`src/rtl/stkptr_pkg.sv`:
```
package stkptr_pkg;

  typedef enum logic [2:0] {
    SPC_IDLE  = 3'd0,
    SPC_PUSH  = 3'd1,
    SPC_POP   = 3'd2,
    SPC_ADD8  = 3'd3,
    SPC_ADD16 = 3'd4,
    SPC_ADDR  = 3'd5
  } sp_cmd_e;

  localparam logic [1:0] MSZ_BYTE = 2'd0;
  localparam logic [1:0] MSZ_HALF = 2'd1;
  localparam logic [1:0] MSZ_WORD = 2'd2;

  localparam logic [31:0] WORD_BYTES = 32'd4;

  // Keep bits [aw-1:2] and clear everything else.
  function automatic logic [31:0] sp_mask(input logic [31:0] v, input int unsigned aw);
    logic [32:0] span;
    span = (33'd1 << aw) - 33'd1;
    return v & span[31:0] & 32'hFFFF_FFFC;
  endfunction

  function automatic logic [31:0] sext8(input logic [7:0] v);
    return {{24{v[7]}}, v};
  endfunction

  function automatic logic [31:0] sext16(input logic [15:0] v);
    return {{16{v[15]}}, v};
  endfunction

endpackage

```
`src/rtl/stkptr_next.sv`:
```
module stkptr_next
  import stkptr_pkg::*;
#(
  parameter int unsigned ADDR_W = 16
) (
  input  logic [31:0] sp_cur,
  input  logic [2:0]  cmd,
  input  logic [15:0] imm,
  input  logic [31:0] reg_val,
  input  logic        wr_en,
  input  logic [31:0] wr_data,
  output logic [31:0] sp_next,
  output logic        sp_load,
  output logic        push_evt,
  output logic        pop_evt
);

  logic [31:0] offset;
  logic        adj_evt;

  always_comb begin
    push_evt = 1'b0;
    pop_evt  = 1'b0;
    adj_evt  = 1'b0;
    offset   = 32'd0;
    if (!wr_en) begin
      case (cmd)
        SPC_PUSH:  begin push_evt = 1'b1; offset = 32'd0 - WORD_BYTES; end
        SPC_POP:   begin pop_evt  = 1'b1; offset = WORD_BYTES;         end
        SPC_ADD8:  begin adj_evt  = 1'b1; offset = sext8(imm[7:0]);    end
        SPC_ADD16: begin adj_evt  = 1'b1; offset = sext16(imm);        end
        SPC_ADDR:  begin adj_evt  = 1'b1; offset = reg_val;            end
        default:   offset = 32'd0;
      endcase
    end
  end

  always_comb begin
    if (wr_en) sp_next = sp_mask(wr_data, ADDR_W);
    else       sp_next = sp_mask(sp_cur + offset, ADDR_W);
  end

  assign sp_load = wr_en | push_evt | pop_evt | adj_evt;

endmodule

```
`src/rtl/stkptr_memif.sv`:
```
module stkptr_memif
  import stkptr_pkg::*;
#(
  parameter int unsigned ADDR_W = 16
) (
  input  logic              clk,
  input  logic              rst_n,
  input  logic              push_evt,
  input  logic              pop_evt,
  input  logic [ADDR_W-1:0] sp_cur_a,
  input  logic [ADDR_W-1:0] sp_dec_a,
  input  logic [31:0]       push_data,
  input  logic [31:0]       mem_rdata,
  output logic              mem_req,
  output logic              mem_we,
  output logic [ADDR_W-1:0] mem_addr,
  output logic [1:0]        mem_size,
  output logic [31:0]       mem_wdata,
  output logic              pop_valid,
  output logic [31:0]       pop_data
);

  logic pop_pend_q;

  assign mem_req   = push_evt | pop_evt;
  assign mem_we    = push_evt;
  assign mem_addr  = push_evt ? sp_dec_a : (pop_evt ? sp_cur_a : '0);
  assign mem_size  = mem_req ? MSZ_WORD : MSZ_BYTE;
  assign mem_wdata = push_evt ? push_data : 32'd0;

  always_ff @(posedge clk) begin
    if (!rst_n) pop_pend_q <= 1'b0;
    else        pop_pend_q <= pop_evt;
  end

  assign pop_valid = pop_pend_q;
  assign pop_data  = pop_pend_q ? mem_rdata : 32'd0;


  pop_return_chk: assert property (@(posedge clk) disable iff (!rst_n)
    pop_evt |=> pop_valid);


  pop_quiet_chk: assert property (@(posedge clk) disable iff (!rst_n)
    !pop_evt |=> !pop_valid);


  word_size_chk: assert property (@(posedge clk) disable iff (!rst_n)
    mem_req |-> mem_size == MSZ_WORD);

endmodule

```
`src/rtl/stkptr_unit.sv`:
```
module stkptr_unit
  import stkptr_pkg::*;
#(
  parameter int unsigned ADDR_W = 16
) (
  input  logic              clk,
  input  logic              rst_n,
  input  logic [2:0]        cmd_i,
  input  logic [15:0]       imm_i,
  input  logic [31:0]       reg_val_i,
  input  logic [31:0]       push_data_i,
  input  logic              sp_wr_i,
  input  logic [31:0]       sp_wr_data_i,
  output logic              mem_req_o,
  output logic              mem_we_o,
  output logic [ADDR_W-1:0] mem_addr_o,
  output logic [1:0]        mem_size_o,
  output logic [31:0]       mem_wdata_o,
  input  logic [31:0]       mem_rdata_i,
  output logic              pop_valid_o,
  output logic [31:0]       pop_data_o,
  output logic [31:0]       sp_o
);

  localparam logic [32:0] SPAN_M = (33'd1 << ADDR_W) - 33'd1;
  localparam logic [31:0] KEEP_M = SPAN_M[31:0] & 32'hFFFF_FFFC;

  logic [31:0] sp_q;
  logic [31:0] sp_next;
  logic        sp_load;
  logic        push_evt;
  logic        pop_evt;

  stkptr_next #(.ADDR_W(ADDR_W)) u_next (
    .sp_cur  (sp_q),
    .cmd     (cmd_i),
    .imm     (imm_i),
    .reg_val (reg_val_i),
    .wr_en   (sp_wr_i),
    .wr_data (sp_wr_data_i),
    .sp_next (sp_next),
    .sp_load (sp_load),
    .push_evt(push_evt),
    .pop_evt (pop_evt)
  );

  always_ff @(posedge clk) begin
    if (!rst_n)       sp_q <= 32'd0;
    else if (sp_load) sp_q <= sp_next;
  end

  stkptr_memif #(.ADDR_W(ADDR_W)) u_memif (
    .clk      (clk),
    .rst_n    (rst_n),
    .push_evt (push_evt),
    .pop_evt  (pop_evt),
    .sp_cur_a (sp_q[ADDR_W-1:0]),
    .sp_dec_a (sp_next[ADDR_W-1:0]),
    .push_data(push_data_i),
    .mem_rdata(mem_rdata_i),
    .mem_req  (mem_req_o),
    .mem_we   (mem_we_o),
    .mem_addr (mem_addr_o),
    .mem_size (mem_size_o),
    .mem_wdata(mem_wdata_o),
    .pop_valid(pop_valid_o),
    .pop_data (pop_data_o)
  );

  assign sp_o = sp_q;


  sp_shape_chk: assert property (@(posedge clk) disable iff (!rst_n)
    (sp_o & ~KEEP_M) == 32'd0);


  push_lands_chk: assert property (@(posedge clk) disable iff (!rst_n)
    (mem_req_o && mem_we_o) |=> sp_o[ADDR_W-1:0] == $past(mem_addr_o));


  pop_reads_top_chk: assert property (@(posedge clk) disable iff (!rst_n)
    (mem_req_o && !mem_we_o) |-> mem_addr_o == sp_o[ADDR_W-1:0]);


  direct_quiet_chk: assert property (@(posedge clk) disable iff (!rst_n)
    sp_wr_i |-> !mem_req_o);


  idle_hold_chk: assert property (@(posedge clk) disable iff (!rst_n)
    (!sp_wr_i && (cmd_i == 3'd0 || cmd_i > 3'd5)) |=> $stable(sp_o));

endmodule

```
`config.mk`:
```
export PLATFORM = sky130hd
export DESIGN_NAME = stkptr_unit
export DESIGN_NICKNAME = d
export VERILOG_FILES = /design/src/rtl/stkptr_pkg.sv /design/src/rtl/stkptr_next.sv /design/src/rtl/stkptr_memif.sv /design/src/rtl/stkptr_unit.sv
export SDC_FILE = /design/constraint.sdc
export NUM_CORES = 1
export LEC_CHECK = 0
export CORE_ASPECT_RATIO = 0.8
export CORE_MARGIN = 8
export CORE_UTILIZATION = 30
export CTS_CLUSTER_SIZE = 25
export DETAILED_ROUTE_END_ITERATION = 16
export PLACE_DENSITY = 0.88
export SLEW_MARGIN = 30
export SYNTH_ARGS = -nofsm -noshare
export SYNTH_HDL_FRONTEND = slang
export SYNTH_SLANG_ARGS = --single-unit
export TNS_END_PERCENT = 100
```
`constraint.sdc`:
```
create_clock -name clk -period 12.3 [get_ports clk]
set_clock_uncertainty 0.15 [all_clocks]
set_input_delay 2.46 -clock clk [delete_from_list [all_inputs] [get_ports clk]]
set_output_delay 2.46 -clock clk [all_outputs]
set_load 0.1 [all_outputs]
```
# Word level (Yosys, flattened, before mapping)
# Index checks and enable logic that the tools add are counted.
# Widths: inputs -> output; s select.
[totals] rom_bits=0 ff_bits=17 memories=0 latchBits=0 ramBits=0 input_bits=150
[classes] shift=0 add_sub_neg=1 n_eq_ne=5 n_bitwise=4 mux=14 n_reduce_logical=1 n_lt_le_gt_ge=0 div_mod_pow=0 multipliers=0
[op_table] op="$pmux 16 s5" count=1
[op_table] op="$mux 16" count=4
[op_table] op="$mux 32" count=2
[op_table] op="$add 16x16->16" count=1
[op_table] op="$eq 3x2->1 const B" count=2
[op_table] op="$eq 3x3->1 const B" count=2
[op_table] op="$mux 1" count=6
[op_table] op="$or 1x1->1" count=4
[op_table] op="$eq 3x1->1 const B" count=1
[op_table] op="$reduce_or 3->1" count=1
[op_table] op="$mux 2" count=1

# Longest topological paths before layout
# Gate-level depths: netlist of the first run.
[depth] word_depth=6 mapped_depth=13 mapped_depth_nobuf=11

# By module
# From an unflattened synthesis of the first run, not the netlist that was laid out.
[hier_totals] cells_unflattened=460 hier_area_um2=3520.9
[modules_own_cells] mod="stkptr_next" area_each_um2=1621.6 cells_each=259 n_inst=1 seq_area_each_um2=0.0
[modules_own_cells] mod="stkptr_unit" area_each_um2=1243.7 cells_each=103 n_inst=1 seq_area_each_um2=640.6
[modules_own_cells] mod="stkptr_memif" area_each_um2=655.6 cells_each=98 n_inst=1 seq_area_each_um2=20.0

# Worst setup path after synthesis of the first run
# Ideal clock, no wire load.
[synth_timing] path_kind="in2out" start="in cmd_i[1]" end="out mem_addr_o[15]" required_time_ns=9.690 arrival_ns=5.678 slack_ns=4.012 stages=12 cell_sequence="buf_4 -> nor3b_1 -> clkbuf_1 -> a22oi_1 -> a21oi_1 -> ha_1 -> a21o_1 -> a221oi_1 -> nor2_1 -> a2111oi_4 -> xnor2_1 -> a22o_1"
[synth_between] elab_chain_len=6 word_cells_on_any_way=15 classes_between="1 x add/sub; 5 x eq/ne; 9 x mux"
[synth_lines] element="start, declared" line_no="stkptr_unit.sv:8" text="input logic [2:0] cmd_i,"
[synth_lines] element="$eq 3x3->1, or another cell as far along" line_no="stkptr_next.sv:27" text="case (cmd)"
[synth_lines] element="$pmux 16 s5" line_no="stkptr_next.sv:27"
[synth_lines] element="$mux 16" line_no="stkptr_next.sv:26" text="if (!wr_en) begin"
[synth_lines] element="$add 16x16->16" line_no="stkptr_next.sv:40" text="else sp_next = sp_mask(sp_cur + offset, ADDR_W);"
[synth_lines] element="$mux 16" line_no="stkptr_next.sv:39" text="if (wr_en) sp_next = sp_mask(wr_data, ADDR_W);"
[synth_lines] element="$mux 16 *" line_no="stkptr_memif.sv:27" text="assign mem_addr = push_evt ? sp_dec_a : (pop_evt ? sp_cur_a : '0);"
[synth_lines] element="end, declared" line_no="stkptr_unit.sv:16" text="output logic [ADDR_W-1:0] mem_addr_o,"
# Every way passes the cells marked *; elsewhere a longest branch is shown, timed or not.

# Worst setup path in the final report of the first run
[layout_timing] start="in cmd_i[2]" end="out mem_addr_o[15]"
# The elaborated chain is that of the path after synthesis.

==> summary.log, run 1 <==
qor: run_status.outcome finished, final reports clean
qor: cells_and_area.final_area 4440 um2
qor: sta.max_freq 100 MHz
qor: yosys.synth_top_cells_by_area sky130_fd_sc_hd__and2_1 17%, sky130_fd_sc_hd__dfxtp_1 13%, sky130_fd_sc_hd__buf_4 7.4%, sky130_fd_sc_hd__ha_1 7.0%, sky130_fd_sc_hd__a21oi_1 6.9%
qor: clock_network.clockRootBuffer sky130_fd_sc_hd__clkbuf_8
qor: drt.post-route-drc-count 0
qor: place.placed_area 4400 um2
qor: drt.avgRoutedWirePerCell 18.9 um
qor: yosys.yosys_register_bits 15
qor: sta.finalSetupViolations 0
qor: yosys.yosysUniqueCellTypes 46
qor: sta.finalSetupTns 0 ns
qor: global_route.global_route_wire_length_before_repair 16.9 mm
qor: cells_and_area.layout_common_cells 204 x sky130_fd_sc_hd__clkdlybuf4s50_1, 65 x sky130_fd_sc_hd__and2_1, 32 x sky130_fd_sc_hd__a21oi_1
qor: clock_network.postCtsHoldBufs 0
qor: cells_and_area.post_route_cells_drive_above_1_share 3.28%
qor: cells_and_area.antennaDiodeCount 0
qor: place.pre_cts_slack 2.41 ns
qor: yosys.synth-async-reset-ratio 0%
qor: global_route.grt_pass1_vias 2951
qor: power.total_power 0.303 mW
qor: cells_and_area.layout.filler_cells 666
qor: yosys.synth-warning-count 0
qor: sta.tightest_slew 1.03 ns
qor: clock_network.path_clk_slew 0.07 ns
qor: worst_setup_path.arrival 7.37 ns
qor: global_route.antenna_violations_before_repair 0
qor: drt.detail_route.vias_per_cell 4.87
qor: clock_network.numClockSinks 15
qor: sta.worst_slew_margin_rel 31.1%
qor: die.die_h 94.9 um
qor: yosys.synth-edff-count 0
qor: die.fp.coreArea 7460 um2
qor: die.total_i_o_pin_count 267
qor: yosys.synth_area_per_cell 7.13 um2
qor: worst_setup_path.critPathKind primary input to primary output
qor: cells_and_area.finalNonFillerCells 624
qor: power.vdd.ir_drop.worst 0.0548 mV
qor: clock_network.clk_latency 0.26 ns
qor: cells_and_area.num-nets-final 684
qor: power.static-leakage-power 1.80 nW
qor: cells_and_area.area_delta_synth_final 90.2%
qor: sta.grt_setup_unrepaired false
qor: yosys.synth_top_cell_area_share 17.4%
qor: drt.drt_wl_total 11.8 mm
qor: global_route.globalRouteTotalUtil 19.7%
qor: drt.route.vias.total 3039
qor: cells_and_area.final_common_cell sky130_fd_sc_hd__clkdlybuf4s50_1
qor: yosys.syn_std_cell_area 2330 um2
qor: sta.slew_violations 0
qor: clock_network.cts_resized 0
qor: clock_network.ctsLongestPathBuffers 2
qor: drt.ant_nets 0
qor: sta.hold_violations 0
qor: sta.hold_ws 0.389 ns
qor: min_path.worst_hold_path_type flip-flop to flip-flop
qor: clock_network.post-cts-setup-buffers 0
qor: yosys.syn_inst 327
qor: drt.detailedRoute.firstPassIterationCount 4
qor: yosys.seq_area_frac_synth 12.9%
qor: die.start_util 31.3%
qor: global_route.grt_max_degree 49
qor: place.post-dp-hpwl 9.80 mm
qor: clock_network.cts_inserted_buffers 3
qor: worst_setup_path.critPathMaxFanout 14
qor: global_route.grt_remaining_overflow 0
qor: clock_network.cts.htree.levels 1
qor: cells_and_area.utilization 59.4%
qor: die.site_row_count 28
qor: die.fp.dieArea 10900 um2
qor: place.routability_congestion_estimate 0.882
qor: clock_network.tritoncts_clock_tree done
qor: worst_setup_path.worstPathRequired 9.69 ns
qor: place.placed_cells 620
qor: die.floorplan.die.width 115 um
qor: sta.final.min_clock_period 9.98 ns
qor: run.maxCapViolations 0
qor: sta.finalWorstSetupSlack 2.32 ns
qor: worst_setup_path.endpoint_kind primary output
qor: yosys.top_ff_cell_synth sky130_fd_sc_hd__dfxtp_1
qor: sta.layout_worst_path_cycle_share 81.2%
qor: yosys.most_area_hungry_cell_type_in_the_yosys_netlist sky130_fd_sc_hd__and2_1
qor: power.power-per-cell-area 68.4 nW/um2
qor: place.port_buffers 207
qor: worst_setup_path.start_kind primary input
qor: drt.detailedRoute.firstIterationViolations 219
-- where the power goes --
part | switching [mW] | total (mW) | leakage [nW] | internal [mW]
Sequential | 0.00504 | 0.0576 | 0.124 | 0.0526
Clock | 0.0205 | 0.0436 | 0.0228 | 0.0230
Combinational | 0.135 | 0.202 | 1.65 | 0.0667
Total | 0.161 | 0.303 | 1.80 | 0.142
-- Yosys cell counts (2+ instances only) --
master / instances
sky130_fd_sc_hd__and2_1: 65
sky130_fd_sc_hd__a21oi_1: 32
sky130_fd_sc_hd__nand2_1: 25
sky130_fd_sc_hd__buf_4: 23
sky130_fd_sc_hd__clkbuf_1: 16
sky130_fd_sc_hd__nor2_1: 16
sky130_fd_sc_hd__a22o_1: 15
sky130_fd_sc_hd__dfxtp_1: 15
sky130_fd_sc_hd__ha_1: 13
sky130_fd_sc_hd__o21ai_0: 13
sky130_fd_sc_hd__a22oi_1: 10
sky130_fd_sc_hd__inv_1: 7
sky130_fd_sc_hd__nor2b_1: 7
sky130_fd_sc_hd__xnor2_1: 7
sky130_fd_sc_hd__xor2_1: 6
sky130_fd_sc_hd__o21a_1: 5
sky130_fd_sc_hd__a21o_1: 4
sky130_fd_sc_hd__nor3_1: 4
sky130_fd_sc_hd__o22ai_1: 4
sky130_fd_sc_hd__a311oi_1: 3
sky130_fd_sc_hd__and3_1: 3
sky130_fd_sc_hd__a2111oi_4: 2
sky130_fd_sc_hd__a211oi_1: 2
sky130_fd_sc_hd__a221oi_1: 2
sky130_fd_sc_hd__buf_1: 2
sky130_fd_sc_hd__mux2i_1: 2
sky130_fd_sc_hd__nand3_1: 2
sky130_fd_sc_hd__o211ai_1: 2
sky130_fd_sc_hd__o21bai_1: 2
sky130_fd_sc_hd__or3_1: 2
-- final cells by class --
type / instances / area (um2) / area share [%]
tap: 105 / 131 / 2.96
timing repair buffer: 211 / 2090 / 47.1
multi-input combinational: 281 / 1840 / 41.5
clock buffer: 4 / 45.0 / 1.02
inverter: 8 / 30.0 / 0.677
sequential: 15 / 300 / 6.77
-- routing by layer --
| metal | global-route usage, % | share of wire, % | up-vias |
|---|---|---|---|
| met5 | 0 | 0 | - |
| met4 | 3.65 | 0.75 | 0 |
| met3 | 4.08 | 9.1 | 9 |
| met2 | 36.9 | 51 | 146 |
| met1 | 22.7 | 39 | 1400 |
| li1 | - | - | 1484 |
-- critical path, cell delays in order --
cell	delay [ns]
sky130_fd_sc_hd__clkdlybuf4s50_1	0.81
sky130_fd_sc_hd__nor3b_1	0.57
sky130_fd_sc_hd__buf_4	0.27
sky130_fd_sc_hd__a22oi_1	0.10
sky130_fd_sc_hd__a21oi_1	0.22
sky130_fd_sc_hd__ha_1	0.31
sky130_fd_sc_hd__and3_1	0.23
sky130_fd_sc_hd__a221oi_1	0.38
sky130_fd_sc_hd__nor2_1	0.14
sky130_fd_sc_hd__a2111oi_4	0.39
sky130_fd_sc_hd__xnor2_1	0.18
sky130_fd_sc_hd__a22o_1	0.15
sky130_fd_sc_hd__clkdlybuf4s50_1	1.15
-- path summary, 6_finish.rpt --
path	depth (start not counted)	end	from	slack, ns
min reg2reg	2	sp_o[6]	sp_o[6]	0.39
min	2	sp_o[6]	sp_o[6]	0.39
max reg2reg	7	sp_o[15]	sp_o[6]	9.89
max	13	mem_addr_o[15]	cmd_i[2]	2.32
-- cell families after synthesis --
logic type                 synth area share [%]
buffers and inverters                      12.0
other                                     0.161
DFF                                        12.9
and+or+nand+nor                            30.5
adders and majority gates                  7.83
xor gates and xnor gates                   4.88
AOI/OAI and AO/OA                          30.8
muxes                                     0.858
-- sequential cells by signal (all words and copies together), names as in the netlist --
register           count
u_memif.pop_valid      1
sp_o                  14
Power figures use the tool's default switching activity.
==> inputs of run 2 (changes only) <==
CORE_UTILIZATION = 25   (was 30)
PLACE_DENSITY = 0.78   (was 0.88)
clock period = 8.3 ns   (was 12.3 ns; I/O delays follow)
==> summary.log, run 2 (synthesized netlist as in run 1, its figures left out) <==
qor: sta.slew_violations 0
qor: sta.grt_setup_unrepaired false
qor: worst_setup_path.arrival 5.70 ns
qor: place.port_buffers 207
qor: worst_setup_path.critPathKind primary input to primary output
qor: clock_network.tritoncts_clock_tree done
qor: drt.drt_wl_total 11.7 mm
qor: worst_setup_path.setup.worst_path.start cmd_i[1]
qor: sta.worst_slew_margin_rel 31.6%
qor: die.total_i_o_pin_count 267
qor: place.post-dp-hpwl 9.80 mm
qor: global_route.global_route_wire_length_before_repair 16.9 mm
qor: die.fp.coreArea 9080 um2
qor: sta.finalSetupTns 0 ns
qor: worst_setup_path.critical_path_sink mem_addr_o[15]
qor: worst_setup_path.critPathMaxFanout 19
qor: sta.final.min_clock_period 7.51 ns
qor: sta.hold_violations 0
qor: clock_network.numClockSinks 15
qor: worst_setup_path.r2r_end sp_o[15]
qor: cells_and_area.area_delta_synth_final 93.5%
qor: run.maxCapViolations 0
qor: cells_and_area.largest_register_ff_count 14
qor: cells_and_area.multi_input_area 1830 um2
qor: worst_setup_path.endpoint_kind primary output
qor: cells_and_area.utilization 49.7%
qor: run_status.outcome finished, final reports clean
qor: global_route.globalRouteTotalUtil 16.9%
qor: drt.avgRoutedWirePerCell 18.4 um
qor: worst_setup_path.rrSetupSlack 5.90 ns
qor: place.routability_congestion_estimate 0.848
qor: drt.route.vias.total 2935
qor: global_route.grt_pass1_vias 3001
qor: power.power-per-cell-area 107 nW/um2
qor: min_path.worst_hold_path_type flip-flop to flip-flop
qor: worst_setup_path.timing.rr.start sp_o[6]
qor: worst_setup_path.start_kind primary input
qor: worst_setup_path.ff2ff_path_depth 7
qor: clock_network.postCtsHoldBufs 0
qor: sta.tightest_slew 1.02 ns
qor: sta.finalSetupViolations 0
qor: drt.ant_nets 0
qor: sta.layout_worst_path_cycle_share 90.5%
qor: clock_network.cts_resized 0
qor: clock_network.cts_inserted_buffers 3
qor: clock_network.ctsLongestPathBuffers 2
qor: drt.post-route-drc-count 0
qor: global_route.grt_remaining_overflow 0
qor: clock_network.clockRootBuffer sky130_fd_sc_hd__clkbuf_16
qor: sta.max_freq 133 MHz
qor: drt.detailedRoute.firstPassIterationCount 4
qor: drt.detailedRoute.firstIterationViolations 146
qor: power.vdd.ir_drop.worst 0.0741 mV
qor: global_route.antenna_violations_before_repair 0
qor: cells_and_area.antennaDiodeCount 0
qor: cells_and_area.post_route_cells_drive_above_1_share 5.96%
qor: die.die_h 102 um
qor: clock_network.cts.htree.levels 1
qor: worst_setup_path.worstPathRequired 6.49 ns
qor: clock_network.clk_latency 0.25 ns
qor: clock_network.path_clk_slew 0.05 ns
qor: power.static-leakage-power 1.85 nW
qor: die.floorplan.die.width 124 um
qor: global_route.grt_max_degree 39
qor: clock_network.post-cts-setup-buffers 0
qor: cells_and_area.final_common_cell sky130_fd_sc_hd__clkdlybuf4s50_1
qor: cells_and_area.layout_common_cells 191 x sky130_fd_sc_hd__clkdlybuf4s50_1, 65 x sky130_fd_sc_hd__and2_1, 32 x sky130_fd_sc_hd__a21oi_1
qor: die.fp.dieArea 12700 um2
qor: cells_and_area.layout.filler_cells 861
qor: cells_and_area.sequential_standard_cell_area 300 um2
qor: cells_and_area.num-nets-final 685
qor: die.site_row_count 31
qor: die.start_util 25.7%
qor: drt.detail_route.vias_per_cell 4.62
qor: sta.hold_ws 0.389 ns
run 2: cell types whose count changed in the layout (fill, tap and decap cells not counted):
cell / previous run / this run
sky130_fd_sc_hd__buf_2: 3 / 2
sky130_fd_sc_hd__clkbuf_16: 0 / 3
sky130_fd_sc_hd__nor4b_2: 1 / 2
sky130_fd_sc_hd__nor4b_4: 1 / 0
sky130_fd_sc_hd__buf_12: 0 / 5
sky130_fd_sc_hd__clkbuf_8: 3 / 0
sky130_fd_sc_hd__buf_4: 4 / 14
sky130_fd_sc_hd__clkdlybuf4s50_1: 204 / 191
run 2: worst min path at each step:
stage	start	end	slack [ns]	cells after the start
after floorplan	sp_o[5]	sp_o[5]	0.78	2
after global placement	sp_o[7]	sp_o[7]	0.36	2
after detailed placement	sp_o[7]	sp_o[7]	0.37	2
after CTS	sp_o[7]	sp_o[7]	0.38	2
after global routing	sp_o[7]	sp_o[7]	0.40	2
final	sp_o[7]	sp_o[7]	0.39	2
run 2: per-stage QoR:
| stage | setup slack, ns | power (mW) | std cells | instance area (um2) |
|---|---|---|---|---|
| finish | 0.791 | 0.484 | 635 | 4510 |
| global route | 0.493 | 0.506 | 635 | 4510 |
| CTS | 0.866 | 0.485 | 635 | 4510 |
| detailed placement | 0.880 | 0.386 | 631 | 4430 |
| global placement | 0.962 | 0.384 | 631 | 4440 |
| floorplan | 1.61 | 0.296 | 347 | 2410 |
run 2: metal layers:
metal	vias to the layer above	track usage [%]	wire length, um
met1	1325	22.3	5050
met2	109	28.4	5670
li1	1494	-	-
met5	-	0	0
met4	0	1.55	80
met3	7	3.59	876
run 2: final cells by class:
class / count / share of cell area (%)
timing repair buffer: 212 / 47.1
sequential: 15 / 6.65
multi-input combinational: 281 / 40.6
tap: 115 / 3.19
clock buffer: 4 / 1.75
inverter: 8 / 0.665
run 2: critical path: stages:
cell,delay (ns)
sky130_fd_sc_hd__clkdlybuf4s50_1,0.72
sky130_fd_sc_hd__nor3b_1,0.66
sky130_fd_sc_hd__buf_4,0.27
sky130_fd_sc_hd__a22oi_1,0.11
sky130_fd_sc_hd__a21oi_1,0.23
sky130_fd_sc_hd__ha_1,0.31
sky130_fd_sc_hd__and3_1,0.22
sky130_fd_sc_hd__a221oi_1,0.41
sky130_fd_sc_hd__nor2_1,0.14
sky130_fd_sc_hd__a2111oi_4,0.39
sky130_fd_sc_hd__xnor2_1,0.18
sky130_fd_sc_hd__a22o_1,0.20
sky130_fd_sc_hd__buf_12,0.18
run 2: power by group:
| part | switching (mW) | total (mW) | internal [mW] |
|---|---|---|---|
| clock | 0.0325 | 0.0978 | 0.0653 |
| sequential | 0.00737 | 0.0855 | 0.0781 |
| combinational | 0.200 | 0.301 | 0.100 |
==> inputs of run 3 (changes only) <==
RECOVER_POWER = 25   (was not set)
==> summary.log, run 3 (synthesized netlist as in run 1, its figures left out) <==
qor: run_status.outcome finished, final reports clean
qor: min_path.holdPathStages 2
qor: global_route.antenna_violations_before_repair 0
qor: min_path.timing.hold.worst_endpoint sp_o[7]
qor: sta.final.min_clock_period 7.57 ns
qor: place.placed_cells 631
qor: worst_setup_path.critPathMaxStageDelay 0.86 ns
qor: worst_setup_path.rrSetupSlack 5.90 ns
qor: worst_setup_path.timing.rr.start sp_o[6]
qor: global_route.grt_pass1_vias 3001
qor: power.power.switching 0.240 mW
qor: sta.finalSetupTns 0 ns
qor: place.port_buffers 207
qor: drt.detailedRoute.firstIterationViolations 147
qor: worst_setup_path.endpoint_kind primary output
qor: drt.post-route-drc-count 0
qor: global_route.globalRouteTotalUtil 16.9%
qor: global_route.global_route_wire_length_before_repair 16.9 mm
qor: cells_and_area.num-nets-final 685
qor: die.die_h 102 um
qor: sta.hold_violations 0
qor: power.vdd.ir_drop.worst 0.0727 mV
qor: place.routability_congestion_estimate 0.848
qor: clock_network.clk_latency 0.25 ns
qor: cells_and_area.final_common_cell sky130_fd_sc_hd__clkdlybuf4s50_1
qor: die.start_util 25.7%
qor: clock_network.ctsLongestPathBuffers 2
qor: sta.layout_worst_path_cycle_share 91.2%
qor: clock_network.clockRootBuffer sky130_fd_sc_hd__clkbuf_16
qor: cells_and_area.post_route_cells_drive_above_1_share 5.58%
qor: worst_setup_path.cpMaxStageDelayCell sky130_fd_sc_hd__dlygate4sd3_1
qor: worst_setup_path.critPathMaxFanout 14
qor: global_route.grt_max_degree 39
qor: min_path.hp-start sp_o[7]
qor: cells_and_area.area_delta_synth_final 93.4%
qor: worst_setup_path.arrival 5.76 ns
qor: cells_and_area.layout.filler_cells 863
qor: power.power.switching_fraction 49.8%
qor: sta.max_freq 132 MHz
qor: clock_network.cts_inserted_buffers 3
qor: cells_and_area.sequential_standard_cell_area 300 um2
qor: die.total_i_o_pin_count 267
qor: power.static-leakage-power 1.89 nW
qor: clock_network.path_clk_slew 0.05 ns
qor: die.fp.coreArea 9080 um2
qor: power.total_power 0.481 mW
qor: place.post-dp-hpwl 9.80 mm
qor: clock_network.post-cts-setup-buffers 0
qor: die.floorplan.die.width 124 um
qor: power.pwr-share-clk 20.3%
qor: drt.drt_wl_total 11.7 mm
qor: sta.finalSetupViolations 0
qor: clock_network.cts.htree.levels 1
qor: global_route.grt_remaining_overflow 0
qor: worst_setup_path.r2r_end sp_o[15]
qor: cells_and_area.finalNonFillerCells 635
qor: worst_setup_path.cp_cell_sequence dlygate4sd3_1, nor3b_1, buf_4, a22oi_1, a21oi_1, ha_1, and3_1, a221oi_1, nor2_1, a2111oi_4, xnor2_1, a22o_1, buf_12
qor: worst_setup_path.start_kind primary input
qor: cells_and_area.multi_input_area 1830 um2
qor: power.power.share.sequential 17.7%
qor: worst_setup_path.worstPathRequired 6.49 ns
qor: drt.detailedRoute.firstPassIterationCount 4
qor: cells_and_area.antennaDiodeCount 0
qor: drt.route.vias.total 2935
qor: drt.ant_nets 0
qor: cells_and_area.layout_common_cells 171 x sky130_fd_sc_hd__clkdlybuf4s50_1, 65 x sky130_fd_sc_hd__and2_1, 32 x sky130_fd_sc_hd__a21oi_1
qor: drt.detail_route.vias_per_cell 4.62
qor: power.power-per-cell-area 107 nW/um2
qor: clock_network.postCtsHoldBufs 0
qor: run.maxCapViolations 0
qor: clock_network.cts_resized 0
qor: worst_setup_path.ff2ff_path_depth 7
qor: sta.tightest_slew 1.32 ns
qor: sta.worst_slew_margin_rel 12.5%
qor: sta.slew_violations 0
qor: cells_and_area.largest_register_ff_count 14
qor: power.comb_power_share 62.0%
qor: worst_setup_path.critPathKind primary input to primary output
qor: die.fp.dieArea 12700 um2
qor: clock_network.tritoncts_clock_tree done
qor: min_path.worst_hold_path_type flip-flop to flip-flop
qor: drt.avgRoutedWirePerCell 18.4 um
qor: die.site_row_count 31
qor: clock_network.numClockSinks 15
qor: sta.grt_setup_unrepaired false
qor: power.internal_power 0.241 mW
run 3: cell count changes in the layout (fill, tap and decap cells not counted):
cell,before,now
sky130_fd_sc_hd__clkbuf_1,1,3
sky130_fd_sc_hd__clkdlybuf4s50_1,191,171
sky130_fd_sc_hd__dlygate4sd3_1,0,20
sky130_fd_sc_hd__buf_2,2,0
run 3: worst max-delay path by stage:
stage,startpoint,endpoint,slack [ns],cells after the start
6_report,cmd_i[2],mem_addr_o[15],0.73,13
5_1_grt,cmd_i[2],mem_addr_o[15],0.43,13
4_1_cts,cmd_i[2],mem_addr_o[15],0.87,13
3_5_place_dp,cmd_i[1],mem_addr_o[15],0.88,13
3_3_place_gp,cmd_i[1],mem_addr_o[15],0.96,13
2_1_floorplan,cmd_i[1],mem_addr_o[15],1.61,12
run 3: power groups by stage:
stage	clock network [mW]	registers, mW	logic, mW
after global placement	0	0.0866	0.298
after floorplan	0	0.127	0.169
after CTS	0.0988	0.0856	0.301
final	0.0977	0.0852	0.298
after detailed placement	0	0.0870	0.299
after global routing	0.103	0.0867	0.313
run 3: worst max-delay path, delay by kind of cell:
| kind | cells | cell delay, ns |
|---|---|---|
| AOI/OAI and AO/OA | 5 | 1.34 |
| adders and majority gates | 1 | 0.31 |
| xor gates and xnor gates | 1 | 0.18 |
| buffers and inverters | 3 | 1.31 |
| and+or+nand+nor | 3 | 0.94 |
run 3: layer usage:
layer  share of wire, %  GRT usage (%)  up-vias
li1                   -              -     1494
met1                 43           22.3     1319
met2                 48           28.4      115
met3                7.8           3.59        7
met4               0.69           1.55        0
met5                  0              0        -
run 3: final cells by class:
type | count | area share [%]
tap | 115 | 3.19
timing repair buffer | 212 | 47.1
multi-input combinational | 281 | 40.6
inverter | 8 | 0.666
clock buffer | 4 | 1.75
sequential | 15 | 6.66
run 3: metrics by stage:
stage	hold WS (ns)	setup WS [ns]	area, um2	util [%]
after global placement	0.363	0.962	4440	49.0
after CTS	0.381	0.866	4510	49.7
final	0.386	0.729	4510	49.7
after global routing	0.400	0.435	4510	49.7
after detailed placement	0.369	0.880	4430	48.9
after floorplan	0.781	1.61	2410	-
